[src/rtl/audx_pkg.sv]
package audx_pkg;

    localparam int unsigned CODE_W = 3;
    localparam int unsigned WORD_W = 32;
    localparam logic [WORD_W-1:0] CFG_WMASK = 32'hFFF0_F000;
    localparam logic [WORD_W-1:0] CFG_RESET = 32'h0000_1000;

    typedef enum logic {
        SET_TX = 1'b0,
        SET_RX = 1'b1
    } sigset_e;

    typedef struct packed {
        sigset_e             set;
        logic [CODE_W-1:0]   port;
    } src_sel_t;

    // Field order follows the bit positions of the configuration word.
    typedef struct packed {
        logic                tx_fs_drive;   // 31
        logic                tx_clk_drive;  // 30
        src_sel_t            tx_src;        // 29:26
        logic                rx_fs_drive;   // 25
        logic                rx_clk_drive;  // 24
        src_sel_t            rx_src;        // 23:20
        logic [3:0]          rsvd_hi;       // 19:16
        logic [CODE_W-1:0]   data_port;     // 15:13
        logic                sync_mode;     // 12
        logic [11:0]         rsvd_lo;       // 11:0
    } cfg_t;

    typedef struct packed {
        logic oe;
        logic val;
    } drive_t;

    function automatic logic sel_usable(logic [CODE_W-1:0] code, int self_idx, int nports);
        return (int'(code) < nports) && (int'(code) != self_idx);
    endfunction

endpackage

[src/rtl/audx_cfg_regs.sv]
module audx_cfg_regs
    import audx_pkg::*;
#(
    parameter int NPORTS = 6,
    parameter int ADDR_W = 3
) (
    input  logic                     clk,
    input  logic                     rst,
    input  logic                     wr_en,
    input  logic [ADDR_W-1:0]        wr_addr,
    input  logic [WORD_W-1:0]        wr_data,
    input  logic [ADDR_W-1:0]        rd_addr,
    output logic [WORD_W-1:0]        rd_data,
    output cfg_t [NPORTS-1:0]        cfg_q
);

    for (genvar p = 0; p < NPORTS; p++) begin : g_reg
        always_ff @(posedge clk) begin
            if (rst) begin
                cfg_q[p] <= cfg_t'(CFG_RESET);
            end else if (wr_en && (int'(wr_addr) == p)) begin
                cfg_q[p] <= cfg_t'(wr_data & CFG_WMASK);
            end
        end
    end

    always_comb begin
        rd_data = '0;
        for (int p = 0; p < NPORTS; p++) begin
            if (int'(rd_addr) == p) begin
                rd_data = cfg_q[p];
            end
        end
    end

endmodule

[src/rtl/audx_route_port.sv]
module audx_route_port
    import audx_pkg::*;
#(
    parameter int NPORTS = 6,
    parameter int SELF   = 0
) (
    input  cfg_t              cfg,
    input  logic [NPORTS-1:0] txfs_in,
    input  logic [NPORTS-1:0] txclk_in,
    input  logic [NPORTS-1:0] eff_rxfs,
    input  logic [NPORTS-1:0] eff_rxclk,
    input  logic [NPORTS-1:0] txd_in,
    output drive_t            txfs_d,
    output drive_t            txclk_d,
    output drive_t            rxfs_d,
    output drive_t            rxclk_d,
    output drive_t            rxd_d
);

    logic unused_rsvd;
    assign unused_rsvd = ^{cfg.rsvd_hi, cfg.rsvd_lo};

    function automatic drive_t route(logic en, src_sel_t s,
                                     logic [NPORTS-1:0] tx_v,
                                     logic [NPORTS-1:0] rx_v);
        drive_t d;
        d = '0;
        if (en && sel_usable(s.port, SELF, NPORTS)) begin
            d.oe  = 1'b1;
            d.val = (s.set == SET_RX) ? rx_v[s.port] : tx_v[s.port];
        end
        return d;
    endfunction

    logic     rx_async;
    src_sel_t data_sel;

    always_comb begin
        rx_async = !cfg.sync_mode;
        data_sel = '{set: SET_TX, port: cfg.data_port};
        txfs_d   = route(cfg.tx_fs_drive,              cfg.tx_src, txfs_in,  eff_rxfs);
        txclk_d  = route(cfg.tx_clk_drive,             cfg.tx_src, txclk_in, eff_rxclk);
        rxfs_d   = route(cfg.rx_fs_drive  && rx_async, cfg.rx_src, txfs_in,  eff_rxfs);
        rxclk_d  = route(cfg.rx_clk_drive && rx_async, cfg.rx_src, txclk_in, eff_rxclk);
        rxd_d    = route(1'b1, data_sel, txd_in, txd_in);
    end

endmodule

[src/rtl/audx_crossbar.sv]
module audx_crossbar
    import audx_pkg::*;
#(
    parameter int NPORTS = 6,
    parameter int ADDR_W = 3
) (
    input  logic              clk,
    input  logic              rst,
    input  logic              wr_en,
    input  logic [ADDR_W-1:0] wr_addr,
    input  logic [31:0]       wr_data,
    input  logic [ADDR_W-1:0] rd_addr,
    output logic [31:0]       rd_data,
    input  logic [NPORTS-1:0] txfs_in,
    input  logic [NPORTS-1:0] txclk_in,
    input  logic [NPORTS-1:0] rxfs_in,
    input  logic [NPORTS-1:0] rxclk_in,
    input  logic [NPORTS-1:0] txd_in,
    output logic [NPORTS-1:0] txfs_oe,
    output logic [NPORTS-1:0] txfs_out,
    output logic [NPORTS-1:0] txclk_oe,
    output logic [NPORTS-1:0] txclk_out,
    output logic [NPORTS-1:0] rxfs_oe,
    output logic [NPORTS-1:0] rxfs_out,
    output logic [NPORTS-1:0] rxclk_oe,
    output logic [NPORTS-1:0] rxclk_out,
    output logic [NPORTS-1:0] rxd_oe,
    output logic [NPORTS-1:0] rxd_out
);

    cfg_t [NPORTS-1:0] cfg_q;
    logic [NPORTS-1:0] eff_rxfs;
    logic [NPORTS-1:0] eff_rxclk;

    audx_cfg_regs #(.NPORTS(NPORTS), .ADDR_W(ADDR_W)) u_regs (
        .clk     (clk),
        .rst     (rst),
        .wr_en   (wr_en),
        .wr_addr (wr_addr),
        .wr_data (wr_data),
        .rd_addr (rd_addr),
        .rd_data (rd_data),
        .cfg_q   (cfg_q)
    );

    for (genvar p = 0; p < NPORTS; p++) begin : g_port
        drive_t d_txfs, d_txclk, d_rxfs, d_rxclk, d_rxd;

        // A 4-wire port presents its transmit timing as its receive set.
        assign eff_rxfs[p]  = cfg_q[p].sync_mode ? txfs_in[p]  : rxfs_in[p];
        assign eff_rxclk[p] = cfg_q[p].sync_mode ? txclk_in[p] : rxclk_in[p];

        audx_route_port #(.NPORTS(NPORTS), .SELF(p)) u_route (
            .cfg       (cfg_q[p]),
            .txfs_in   (txfs_in),
            .txclk_in  (txclk_in),
            .eff_rxfs  (eff_rxfs),
            .eff_rxclk (eff_rxclk),
            .txd_in    (txd_in),
            .txfs_d    (d_txfs),
            .txclk_d   (d_txclk),
            .rxfs_d    (d_rxfs),
            .rxclk_d   (d_rxclk),
            .rxd_d     (d_rxd)
        );

        assign txfs_oe[p]   = d_txfs.oe;
        assign txfs_out[p]  = d_txfs.val;
        assign txclk_oe[p]  = d_txclk.oe;
        assign txclk_out[p] = d_txclk.val;
        assign rxfs_oe[p]   = d_rxfs.oe;
        assign rxfs_out[p]  = d_rxfs.val;
        assign rxclk_oe[p]  = d_rxclk.oe;
        assign rxclk_out[p] = d_rxclk.val;
        assign rxd_oe[p]    = d_rxd.oe;
        assign rxd_out[p]   = d_rxd.val;
    end

endmodule

[config.mk]
export PLATFORM = sky130hd
export DESIGN_NAME = audx_crossbar
export DESIGN_NICKNAME = d
export VERILOG_FILES = /design/src/rtl/audx_pkg.sv /design/src/rtl/audx_cfg_regs.sv /design/src/rtl/audx_route_port.sv /design/src/rtl/audx_crossbar.sv
export SDC_FILE = /design/constraint.sdc
export NUM_CORES = 1
export LEC_CHECK = 0
export BUFFER_PORTS_ARGS = -buffer_cell sky130_fd_sc_hd__buf_2
export CAP_MARGIN = 20
export CELL_PAD_IN_SITES_DETAIL_PLACEMENT = 1
export CELL_PAD_IN_SITES_GLOBAL_PLACEMENT = 1
export CORE_MARGIN = 5
export CORE_UTILIZATION = 44
export CTS_CLUSTER_DIAMETER = 40
export DETAILED_ROUTE_END_ITERATION = 10
export MAX_ROUTING_LAYER = met4
export PLACE_DENSITY = 0.85
export SLEW_MARGIN = 5
export SYNTH_ARGS = -nofsm -noshare
export SYNTH_HDL_FRONTEND = slang
export SYNTH_SLANG_ARGS = --single-unit
[constraint.sdc]
create_clock -name clk -period 5.1 [get_ports clk]
set_input_delay 1.02 -clock clk [delete_from_list [all_inputs] [get_ports clk]]
set_output_delay 1.02 -clock clk [all_outputs]
set_load 0.02 [all_outputs]
==> results.sh, run 1 <==
export IMPL_synth_edf_count=0
export IMPL_grt_max_degree=55
export IMPL_rsz0062_at_grt="false"
export IMPL_dieHeight_um=143
export IMPL_holdCritStartpoint="u_regs.cfg_q[56]$_SDFFE_PP0P_"
export IMPL_synth_adder_area_share_pct=0
export IMPL_numCtsBuffers=9
export IMPL_largest_reg_flops=96
export IMPL_cp_required_ns=4.08
export IMPL_pwr_share_clk_pct=36.8
export IMPL_whs_path_depth=2
export IMPL_muxShareOfSynthArea_pct=23.4
export IMPL_layout_common_cells="nand2_1 (246), a21oi_1 (138), buf_2 (130)"
export IMPL_synthFlopType="dfxtp_1"
export IMPL_reg_top3="u_regs.cfg_q (96)"
export IMPL_r2r_start="u_regs.cfg_q[85]$_SDFFE_PP0P_"
export IMPL_postCtsSetupBuffers=0
export IMPL_final_core_util_pct=49.4
export IMPL_synth_compound_area_share_pct=20.0
export IMPL_vias=8430
export IMPL_finClkSkew_ns=0
export IMPL_antenna_found_initial=2
export IMPL_floorplan_initialDensity_pct=45.0
export IMPL_h_tree_depth=3
export IMPL_yosys_area_share_simple_pct=23.3
export IMPL_post_drt_wl_per_cell_um=23.4
export IMPL_port_buffers=130
export IMPL_via_per_inst=6.40
export IMPL_period_share_pct=77.3
export IMPL_antenna_left=0
export IMPL_power_switching_uw=556
export IMPL_setup_viol=0
export IMPL_tns_ns=0
export IMPL_crit_path_max_fanout=14
export IMPL_gp_congestion=0.979
export IMPL_cp_start_kind="primary input"
export IMPL_p_int_uw=1270
export IMPL_grt_pass1_wl_um=46000
export IMPL_grt_pass1_vias=8208
export IMPL_critPathBufInv=2
export IMPL_critPathKind="primary input to primary output"
export IMPL_crit_path_top_delay_cell="mux2i_1"
export IMPL_status="finished, final reports clean"
export IMPL_powerDensity_nw_per_um2=213
export IMPL_power_leakage_uw=0.00320
export IMPL_coreArea_um2=17400
export IMPL_clk_path_buf_depth=2
export IMPL_clkTransAtPathRegs_ns=0.07
export IMPL_die_w_um=143
export IMPL_cts_sinks=96
export IMPL_hold_class="flop to flop"
export IMPL_report_final_slew_viol_count=0
export IMPL_drv_cap=0
export IMPL_ctsResizeCount=0
export IMPL_ir_drop_uv=136
export IMPL_swShare_pct=30.5
export IMPL_dp_cells=1298
export IMPL_netlist_area_um2=7820
export IMPL_cts_root_buf="clkbuf_16"
export IMPL_rows=48
export IMPL_ys_types=55
export IMPL_max_freq_mhz=254
export IMPL_worstPathCellList="buf_2, mux2i_1, mux4_2, nor3b_1, o31a_1, buf_2"
export IMPL_synth_top_family_by_area="multiplexers"
export IMPL_synthArstFlopShare_pct=0
export IMPL_cp_end_kind="primary output"
export IMPL_r2r_end="u_regs.cfg_q[85]$_SDFFE_PP0P_"
export IMPL_nets=1156
export IMPL_tritoncts="built"
export IMPL_timing_reg2reg_setup_slack_ns=3.95
export IMPL_r2r_worst_path_cells=2
export IMPL_largest_register="u_regs.cfg_q"
export IMPL_ys_seq_elements=96
export IMPL_area_growth_pct=9.59
export IMPL_critical_path_most_common_cell="buf_2"
export IMPL_drive_gt1_share_pct=18.6
export IMPL_hpwl_um=22800
export IMPL_critPathArrivalTime_ns=2.92
export IMPL_synth_xor_area_share_pct=0
export IMPL_whs_endpoint="u_regs.cfg_q[56]$_SDFFE_PP0P_"
export IMPL_p_seq_share_pct=44.5
export IMPL_slowest_delay_ns=0.77
export IMPL_instances_no_fill=1317
export IMPL_cp_top_family="multiplexers"
export IMPL_hold_viol=0
export IMPL_slew_headroom_pct=28.4
export IMPL_synth_warning_count=0
export IMPL_pwr_share_comb_pct=18.7
export IMPL_mostFrequentLayoutCell="nand2_1"
export IMPL_synth_cells=1044
export IMPL_drtPass1Iterations=5
export IMPL_drc=0
export IMPL_drt_iter0_markers=760
export IMPL_fin_crit_ns=3.94
export IMPL_synth_seq_area_share_pct=24.6
export IMPL_worstSkewPairLatency_ns=0.34
export IMPL_overflow=0
export IMPL_tightest_slew_ns=1.07
export IMPL_io_pins=163
export IMPL_grt_use_total_pct=29.9
export IMPL_fp_dieArea_um2=20500
export IMPL_ctsHoldBuffers=0
export IMPL_postSynthAreaPerCell_um2=7.49
export IMPL_routed_wl_um=30800
cell type report:
cell class                      instances  area [um^2]
Multi-Input combinational cell        820         5290
Tap cell                              225          282
Fill cell                            2244         8790
Inverter                               20         75.1
Antenna cell                            2         5.00
Clock buffer                           10          229
Clock inverter                          6         60.1
Sequential cell                        96         1920
Timing Repair Buffer                  138          711
kinds of logic after synthesis:
group                  after synthesis
flip-flops                          96
other                                1
AND/OR/NAND/NOR                    407
buffers and inverters              143
AO/OA/AOI/OAI                      259
multiplexers                       138
how the worst max path moves through the flow:
stage	start	end	depth (start not counted)
finish	txclk_in[2]	rxclk_out[5]	6
global route	txclk_in[2]	rxclk_out[5]	6
CTS	txclk_in[2]	rxclk_out[5]	6
detailed placement	txclk_in[2]	rxclk_out[5]	6
global placement	txclk_in[2]	rxclk_out[5]	6
floorplan	txclk_in[4]	rxclk_out[0]	5
power by group through the flow:
| stage | Sequential [uW] | Clock, uW | Combinational, uW |
|---|---|---|---|
| 2_1_floorplan | 793 | 0 | 252 |
| 3_3_place_gp | 825 | 0 | 323 |
| 3_5_place_dp | 827 | 0 | 333 |
| 4_1_cts | 809 | 679 | 335 |
| 5_1_grt | 814 | 706 | 363 |
| 6_report | 811 | 671 | 342 |
synthesized netlist by cell type, types with 5 or more instances:
| cell type | number | area [um^2] |
|---|---|---|
| a211oi_1 | 15 | 113 |
| a21oi_1 | 138 | 691 |
| a31oi_1 | 18 | 113 |
| and2_1 | 14 | 87.6 |
| buf_2 | 22 | 110 |
| buf_4 | 23 | 173 |
| clkbuf_1 | 72 | 270 |
| dfxtp_1 | 96 | 1920 |
| inv_1 | 20 | 75.1 |
| mux2_2 | 10 | 113 |
| mux2i_1 | 92 | 921 |
| mux4_2 | 33 | 743 |
| nand2_1 | 246 | 923 |
| nand2b_1 | 16 | 100 |
| nand3_1 | 8 | 40.0 |
| nand3b_1 | 16 | 120 |
| nor2_1 | 52 | 195 |
| nor2b_1 | 17 | 106 |
| nor3_1 | 8 | 40.0 |
| nor3b_1 | 7 | 52.6 |
| o2111ai_1 | 5 | 43.8 |
| o211ai_1 | 8 | 60.1 |
| o21ai_0 | 24 | 120 |
| o221ai_1 | 16 | 140 |
| o32ai_1 | 10 | 87.6 |
worst min-delay path, cell delays in order, from the launching register on:
cell and delay, ns:
dfxtp_1 0.34, nand2_1 0.06, a21oi_1 0.05
layer usage:
metal / vias up / part of all wire, % / track usage, %
met5: - / 0 / -
met4: 0 / 4.2 / 11.9
met3: 92 / 9.1 / 4.23
met2: 464 / 48 / 49.9
met1: 4128 / 39 / 36.6
li1: 3746 / - / -
metrics by stage:
step                      hold WS (ns)  setup WS [ns]  instance area [um^2]  power (uW)
after global placement           0.477           1.29                  8260        1150
after detailed placement         0.490           1.28                  8270        1160
final                            0.499           1.16                  8570        1820
after floorplan                  0.444           1.80                  7880        1050
after global routing             0.528           1.21                  8570        1880
after CTS                        0.499           1.27                  8560        1820
(Power assumes the default switching activity.)
==> run 2: changes to the inputs <==
--- a/config.mk
+++ b/config.mk
@@ -5,16 +5,17 @@
 export SDC_FILE = /design/constraint.sdc
 export NUM_CORES = 1
 export LEC_CHECK = 0
+export ABC_AREA = 1
 export BUFFER_PORTS_ARGS = -buffer_cell sky130_fd_sc_hd__buf_2
 export CAP_MARGIN = 20
 export CELL_PAD_IN_SITES_DETAIL_PLACEMENT = 1
 export CELL_PAD_IN_SITES_GLOBAL_PLACEMENT = 1
 export CORE_MARGIN = 5
-export CORE_UTILIZATION = 44
+export CORE_UTILIZATION = 34
 export CTS_CLUSTER_DIAMETER = 40
 export DETAILED_ROUTE_END_ITERATION = 10
 export MAX_ROUTING_LAYER = met4
-export PLACE_DENSITY = 0.85
+export PLACE_DENSITY = 0.75
 export SLEW_MARGIN = 5
 export SYNTH_ARGS = -nofsm -noshare
 export SYNTH_HDL_FRONTEND = slang
==> constraint.sdc (replaced) <==
create_clock -name clk -period 3.6 [get_ports clk]
set_input_delay 0.72 -clock clk [delete_from_list [all_inputs] [get_ports clk]]
set_output_delay 0.72 -clock clk [all_outputs]
set_load 0.02 [all_outputs]
==> run 2 against run 1 <==
Effect of this change: clock-buffer cell count down 1; sequential share of layout area down 0.20 points; clock power increased by 40%; highest routed layer unchanged; critical path depth up 2; final cell count up 30%; area after synthesis fell by 3.8%; total power increased by 52%; register-to-register slack worse by 1.7 ns; largest cell class unchanged.
==> results.sh, run 2 <==
export IMPL_status="finished, final reports clean"
export IMPL_via_per_inst=5.72
export IMPL_synth_top_area_share_pct=25.6
export IMPL_clkTransAtPathRegs_ns=0.07
export IMPL_use_met2_pct=45.6
export IMPL_overflow=0
export IMPL_synthFlopType="dfxtp_1"
export IMPL_cp_start_kind="flop"
export IMPL_critical_path_startpoint="u_regs.cfg_q[12]$_SDFFE_PP1P_"
export IMPL_postCtsSetupBuffers=0
export IMPL_grt_pass1_vias=9425
export IMPL_instances_no_fill=1706
export IMPL_p_int_uw=1760
export IMPL_area_growth_pct=14.9
export IMPL_hpwl_um=27300
export IMPL_dieHeight_um=159
export IMPL_synth_cells=1321
export IMPL_synthArstFlopShare_pct=0
export IMPL_use_met3_pct=3.84
export IMPL_tightest_slew_ns=1.08
export IMPL_hold_class="flop to flop"
export IMPL_fin_crit_ns=3.17
export IMPL_finClkSkew_ns=0
export IMPL_fill_cells=3035
export IMPL_routed_wl_um=37100
export IMPL_slowest_delay_ns=0.43
export IMPL_pwr_share_clk_pct=34.0
export IMPL_synth_edf_count=0
export IMPL_crit_path_max_fanout=6
export IMPL_nets=1492
export IMPL_mostFrequentLayoutCell="nand2_1"
export IMPL_drive_gt1_share_pct=12.8
export IMPL_cts_sinks=96
export IMPL_drtPass1Iterations=5
export IMPL_clk_path_buf_depth=2
export IMPL_cp_end_kind="primary output"
export IMPL_synth_common_cells="nand2_1 (263), a21oi_1 (199), o21ai_0 (176)"
export IMPL_synth_seq_area_share_pct=25.6
export IMPL_critical_path_most_common_cell="nand2_1"
export IMPL_drv_cap=0
export IMPL_ctsHoldBuffers=0
export IMPL_crit_path_top_delay_cell="dfxtp_1"
export IMPL_holdCritStartpoint="u_regs.cfg_q[24]$_SDFFE_PP0P_"
export IMPL_powerDensity_nw_per_um2=320
export IMPL_ys_seq_elements=96
export IMPL_port_buffers=130
export IMPL_numCtsBuffers=9
export IMPL_worstPathCellList="inv_1, nand2_1, nand2_1, nand2_1, nand3_1, nand2_1, a21oi_1, buf_2"
export IMPL_drc=0
export IMPL_vias=9764
export IMPL_period_share_pct=87.9
export IMPL_hold_viol=0
export IMPL_r2r_worst_path_cells=2
export IMPL_grt_use_total_pct=28.9
export IMPL_cp_required_ns=2.88
export IMPL_reg_top3="u_regs.cfg_q (96)"
export IMPL_layout_common_cells="nand2_1 (263), a21oi_1 (199), o21ai_0 (176)"
export IMPL_grt_max_degree=52
export IMPL_p_seq_share_pct=42.0
export IMPL_synth_largest_area_cell="dfxtp_1"
export IMPL_netlist_area_um2=7520
export IMPL_rows=54
export IMPL_whs_path_depth=2
export IMPL_largest_reg_flops=96
export IMPL_critPathArrivalTime_ns=2.45
export IMPL_coreArea_um2=21800
export IMPL_postSynthAreaPerCell_um2=5.69
export IMPL_tritoncts="built"
export IMPL_synth_most_common_cell="nand2_1"
export IMPL_ctsResizeCount=0
export IMPL_synthTopCellsByArea="dfxtp_1 (26%), a21oi_1 (13%), nand2_1 (13%)"
export IMPL_cts_root_buf="clkbuf_16"
export IMPL_gp_congestion=0.987
export IMPL_antenna_found_initial=1
export IMPL_grt_pass1_wl_um=56200
export IMPL_synth_warning_count=0
export IMPL_tns_ns=0
export IMPL_r2r_start="u_regs.cfg_q[186]$_SDFFE_PP0P_"
export IMPL_report_final_slew_viol_count=0
export IMPL_use_met1_pct=36.6
export IMPL_antenna_left=0
export IMPL_swShare_pct=36.4
export IMPL_drt_iter0_markers=984
export IMPL_worstSkewPairLatency_ns=0.36
export IMPL_h_tree_depth=3
export IMPL_max_freq_mhz=316
export IMPL_io_pins=163
export IMPL_fp_dieArea_um2=25200
export IMPL_largest_register="u_regs.cfg_q"
export IMPL_setup_viol=0
export IMPL_pwr_share_comb_pct=24.0
export IMPL_die_w_um=159
export IMPL_ir_drop_uv=233
export IMPL_critPathKind="flop to primary output"
export IMPL_slew_headroom_pct=27.9
export IMPL_ys_types=24
export IMPL_power_leakage_uw=0.00380
export IMPL_dp_cells=1690
export IMPL_grt_busiest_layer="met2"
export IMPL_post_drt_wl_per_cell_um=21.7
export IMPL_power_switching_uw=1010
export IMPL_rsz0062_at_grt="false"
export IMPL_floorplan_initialDensity_pct=34.5
==> run 2: cell families after synthesis <==
group	Yosys count	synth area share [%]
AOI/OAI and AO/OA	409	28.1
buffers and inverters	224	12.7
DFF	96	25.6
other	1	0.0499
and+or+nand+nor	591	33.6
==> run 2: path summary, 6_finish.rpt <==
kind,to,slack [ns]
worst min-delay path,u_regs.cfg_q[24]$_SDFFE_PP0P_,0.48
worst min register to register,u_regs.cfg_q[24]$_SDFFE_PP0P_,0.48
worst max register to register,u_regs.cfg_q[186]$_SDFFE_PP0P_,2.28
worst max-delay path,rxfs_out[5],0.43
==> run 2: cell type report <==
class	instances	area [um^2]	area share, %
multi-input combinational	1016	4700	54.4
sequential	96	1920	22.2
timing repair buffer	158	873	10.1
inverter	140	526	6.08
tap	280	350	4.05
clock buffer	9	225	2.61
clock inverter	6	43.8	0.507
antenna	1	2.50	0.0289
==> run 2: stage by stage <==
step	hold slack (ns)	power [uW]	utilization, %	worst slack, ns	area, um^2
3_5_place_dp	0.474	1840	38.4	0.679	8370
3_3_place_gp	0.469	1820	38.4	0.701	8370
2_1_floorplan	0.444	1580	-	1.13	7580
4_1_cts	0.486	2760	39.6	0.486	8640
5_1_grt	0.522	2880	39.6	0.300	8640
6_report	0.482	2770	39.6	0.435	8640
==> run 2: per-layer routing <==
metal | vias up | wire, um
met3 | 103 | 2770
met1 | 4646 | 15300
li1 | 4592 | -
met4 | 0 | 1940
met5 | - | 0
met2 | 423 | 17000
==> run 2: worst max-delay path, delay by kind of cell, from the launching register on <==
kind | cells | cell delay [ns]
and+or+nand+nor | 5 | 0.85
buffers and inverters | 2 | 0.56
DFF | 1 | 0.43
AOI/OAI and AO/OA | 1 | 0.24
==> run 2: power by group through the flow <==
stage          Clock (uW)  Sequential, uW  Combinational [uW]
6_report              940            1160                 664
5_1_grt               987            1170                 723
4_1_cts               949            1160                 653
3_5_place_dp            0            1190                 650
3_3_place_gp            0            1180                 634
2_1_floorplan           0            1150                 425
==> run 3: changes to the inputs <==
--- a/config.mk
+++ b/config.mk
@@ -10,6 +10,7 @@
 export CAP_MARGIN = 20
 export CELL_PAD_IN_SITES_DETAIL_PLACEMENT = 1
 export CELL_PAD_IN_SITES_GLOBAL_PLACEMENT = 1
+export CORE_ASPECT_RATIO = 1.1
 export CORE_MARGIN = 5
 export CORE_UTILIZATION = 34
 export CTS_CLUSTER_DIAMETER = 40
==> run 3 against run 2 <==
Effect of this change: register-to-register slack got worse by 0.03 ns; routed wire length grew 0.41%; sequential share of layout area down 0.13 points; final cell count up 1.1%; total power increased by 0.97%; first-iteration DRC count decreased by 5.9%; clock-buffer cell count unchanged; worst hold slack improved by 0.021 ns; via count about the same; combinational power hardly changed; non-clock buffer count up 3; critical path type unchanged.
==> results.sh, run 3 (synthesis gave the netlist of run 2 again) <==
export IMPL_ctsHoldBuffers=0
export IMPL_final_core_util_pct=39.6
export IMPL_largest_register="u_regs.cfg_q"
export IMPL_gp_congestion=0.982
export IMPL_power_leakage_uw=0.00382
export IMPL_via_per_inst=5.66
export IMPL_antenna_left=0
export IMPL_rows=57
export IMPL_coreArea_um2=22000
export IMPL_hpwl_um=27400
export IMPL_slew_headroom_pct=30.2
export IMPL_fp_dieArea_um2=25200
export IMPL_nets=1495
export IMPL_drv_cap=0
export IMPL_routed_wl_um=37200
export IMPL_h_tree_depth=3
export IMPL_port_buffers=130
export IMPL_cts_root_buf="clkbuf_16"
export IMPL_place_area_um2=8410
export IMPL_hold_viol=0
export IMPL_cts_sinks=96
export IMPL_status="finished, final reports clean"
export IMPL_drc=0
export IMPL_drtPass1Iterations=5
export IMPL_drive_gt1_share_pct=13.0
export IMPL_worstSkewPairLatency_ns=0.36
export IMPL_cp_required_ns=2.88
export IMPL_grt_max_degree=52
export IMPL_overflow=0
export IMPL_dieHeight_um=166
export IMPL_fin_crit_ns=3.11
export IMPL_max_freq_mhz=321
export IMPL_cp_end_kind="primary output"
export IMPL_tns_ns=0
export IMPL_floorplan_initialDensity_pct=34.2
export IMPL_tritoncts="built"
export IMPL_cp_start_kind="flop"
export IMPL_fin_area_um2=8690
export IMPL_report_final_slew_viol_count=0
export IMPL_post_drt_wl_per_cell_um=21.6
export IMPL_place_ws_ns=0.636
export IMPL_reg_top3="u_regs.cfg_q (96)"
export IMPL_instances_no_fill=1725
export IMPL_largest_reg_flops=96
export IMPL_postCtsSetupBuffers=0
export IMPL_critPathKind="flop to primary output"
export IMPL_powerDensity_nw_per_um2=321
export IMPL_drt_iter0_markers=926
export IMPL_grt_use_total_pct=29.1
export IMPL_io_pins=163
export IMPL_vias=9767
export IMPL_rsz0062_at_grt="false"
export IMPL_grt_pass1_wl_um=56200
export IMPL_finClkSkew_ns=0
export IMPL_fin_ws_ns=0.486
export IMPL_numCtsBuffers=9
export IMPL_mostFrequentLayoutCell="nand2_1"
export IMPL_hold_class="flop to flop"
export IMPL_grt_pass1_vias=9453
export IMPL_die_w_um=152
export IMPL_area_growth_pct=15.6
export IMPL_dp_cells=1708
export IMPL_tightest_slew_ns=1.04
export IMPL_fill_cells=3135
export IMPL_setup_viol=0
export IMPL_layout_common_cells="nand2_1 (263), a21oi_1 (199), o21ai_0 (176)"
export IMPL_critPathArrivalTime_ns=2.39
export IMPL_clk_path_buf_depth=2
export IMPL_period_share_pct=86.5
export IMPL_antenna_found_initial=0
export IMPL_ctsResizeCount=0
export IMPL_clkTransAtPathRegs_ns=0.08
export IMPL_crit_path_max_fanout=14
export IMPL_ir_drop_uv=209
[run 3: cell types whose count changed in the layout (fill, tap and decap cells not counted)]
| cell | delta |
|---|---|
| buf_4 | +3 |
| clkinv_2 | +1 |
| clkinvlp_4 | -1 |
| inv_8 | +1 |
[run 3: layer usage]
layer	wire, um	track usage, %
met5	0	-
met2	16900	45.6
met3	2870	3.62
met1	14900	35.9
met4	2490	17.2
[run 3: critical path: stages (launching register included)]
cell and delay [ns]:
dfxtp_1 0.64, clkinv_1 0.41, nor2_1 0.24, a21oi_1 0.09, nand3_1 0.09, nand2_1 0.06, a21oi_1 0.27, buf_2 0.23
[run 3: path summary, 6_finish.rpt]
| path | startpoint | endpoint | slack, ns | cells after the start |
|---|---|---|---|---|
| max | u_regs.cfg_q[180]$_SDFFE_PP0P_ | rxfs_out[5] | 0.49 | 7 |
| min | u_regs.cfg_q[24]$_SDFFE_PP0P_ | u_regs.cfg_q[24]$_SDFFE_PP0P_ | 0.50 | 2 |
| max reg2reg | u_regs.cfg_q[52]$_SDFFE_PP0P_ | u_regs.cfg_q[52]$_SDFFE_PP0P_ | 2.25 | 2 |
| min reg2reg | u_regs.cfg_q[24]$_SDFFE_PP0P_ | u_regs.cfg_q[24]$_SDFFE_PP0P_ | 0.50 | 2 |
[run 3: power by group]
| part | internal (uW) | switching [uW] | total (uW) | leakage, uW |
|---|---|---|---|---|
| registers | 1100 | 61.6 | 1160 | 0.000781 |
| clock network | 478 | 488 | 966 | 0.000142 |
| logic | 193 | 473 | 666 | 0.00290 |
[run 3: per-stage QoR]
step | hold slack, ns | total power (uW)
2_1_floorplan | 0.444 | 1580
3_3_place_gp | 0.470 | 1820
3_5_place_dp | 0.495 | 1840
4_1_cts | 0.506 | 2780
5_1_grt | 0.529 | 2900
6_report | 0.503 | 2790
[run 3: layout make-up]
cell class	count	area [um^2]	share of cell area (%)
timing repair buffer	161	896	10.3
sequential	96	1920	22.1
multi-input combinational	1016	4700	54.1
tap	295	369	4.25
clock inverter	7	52.6	0.604
inverter	140	526	6.04
antenna	1	2.50	0.0288
clock buffer	9	225	2.59
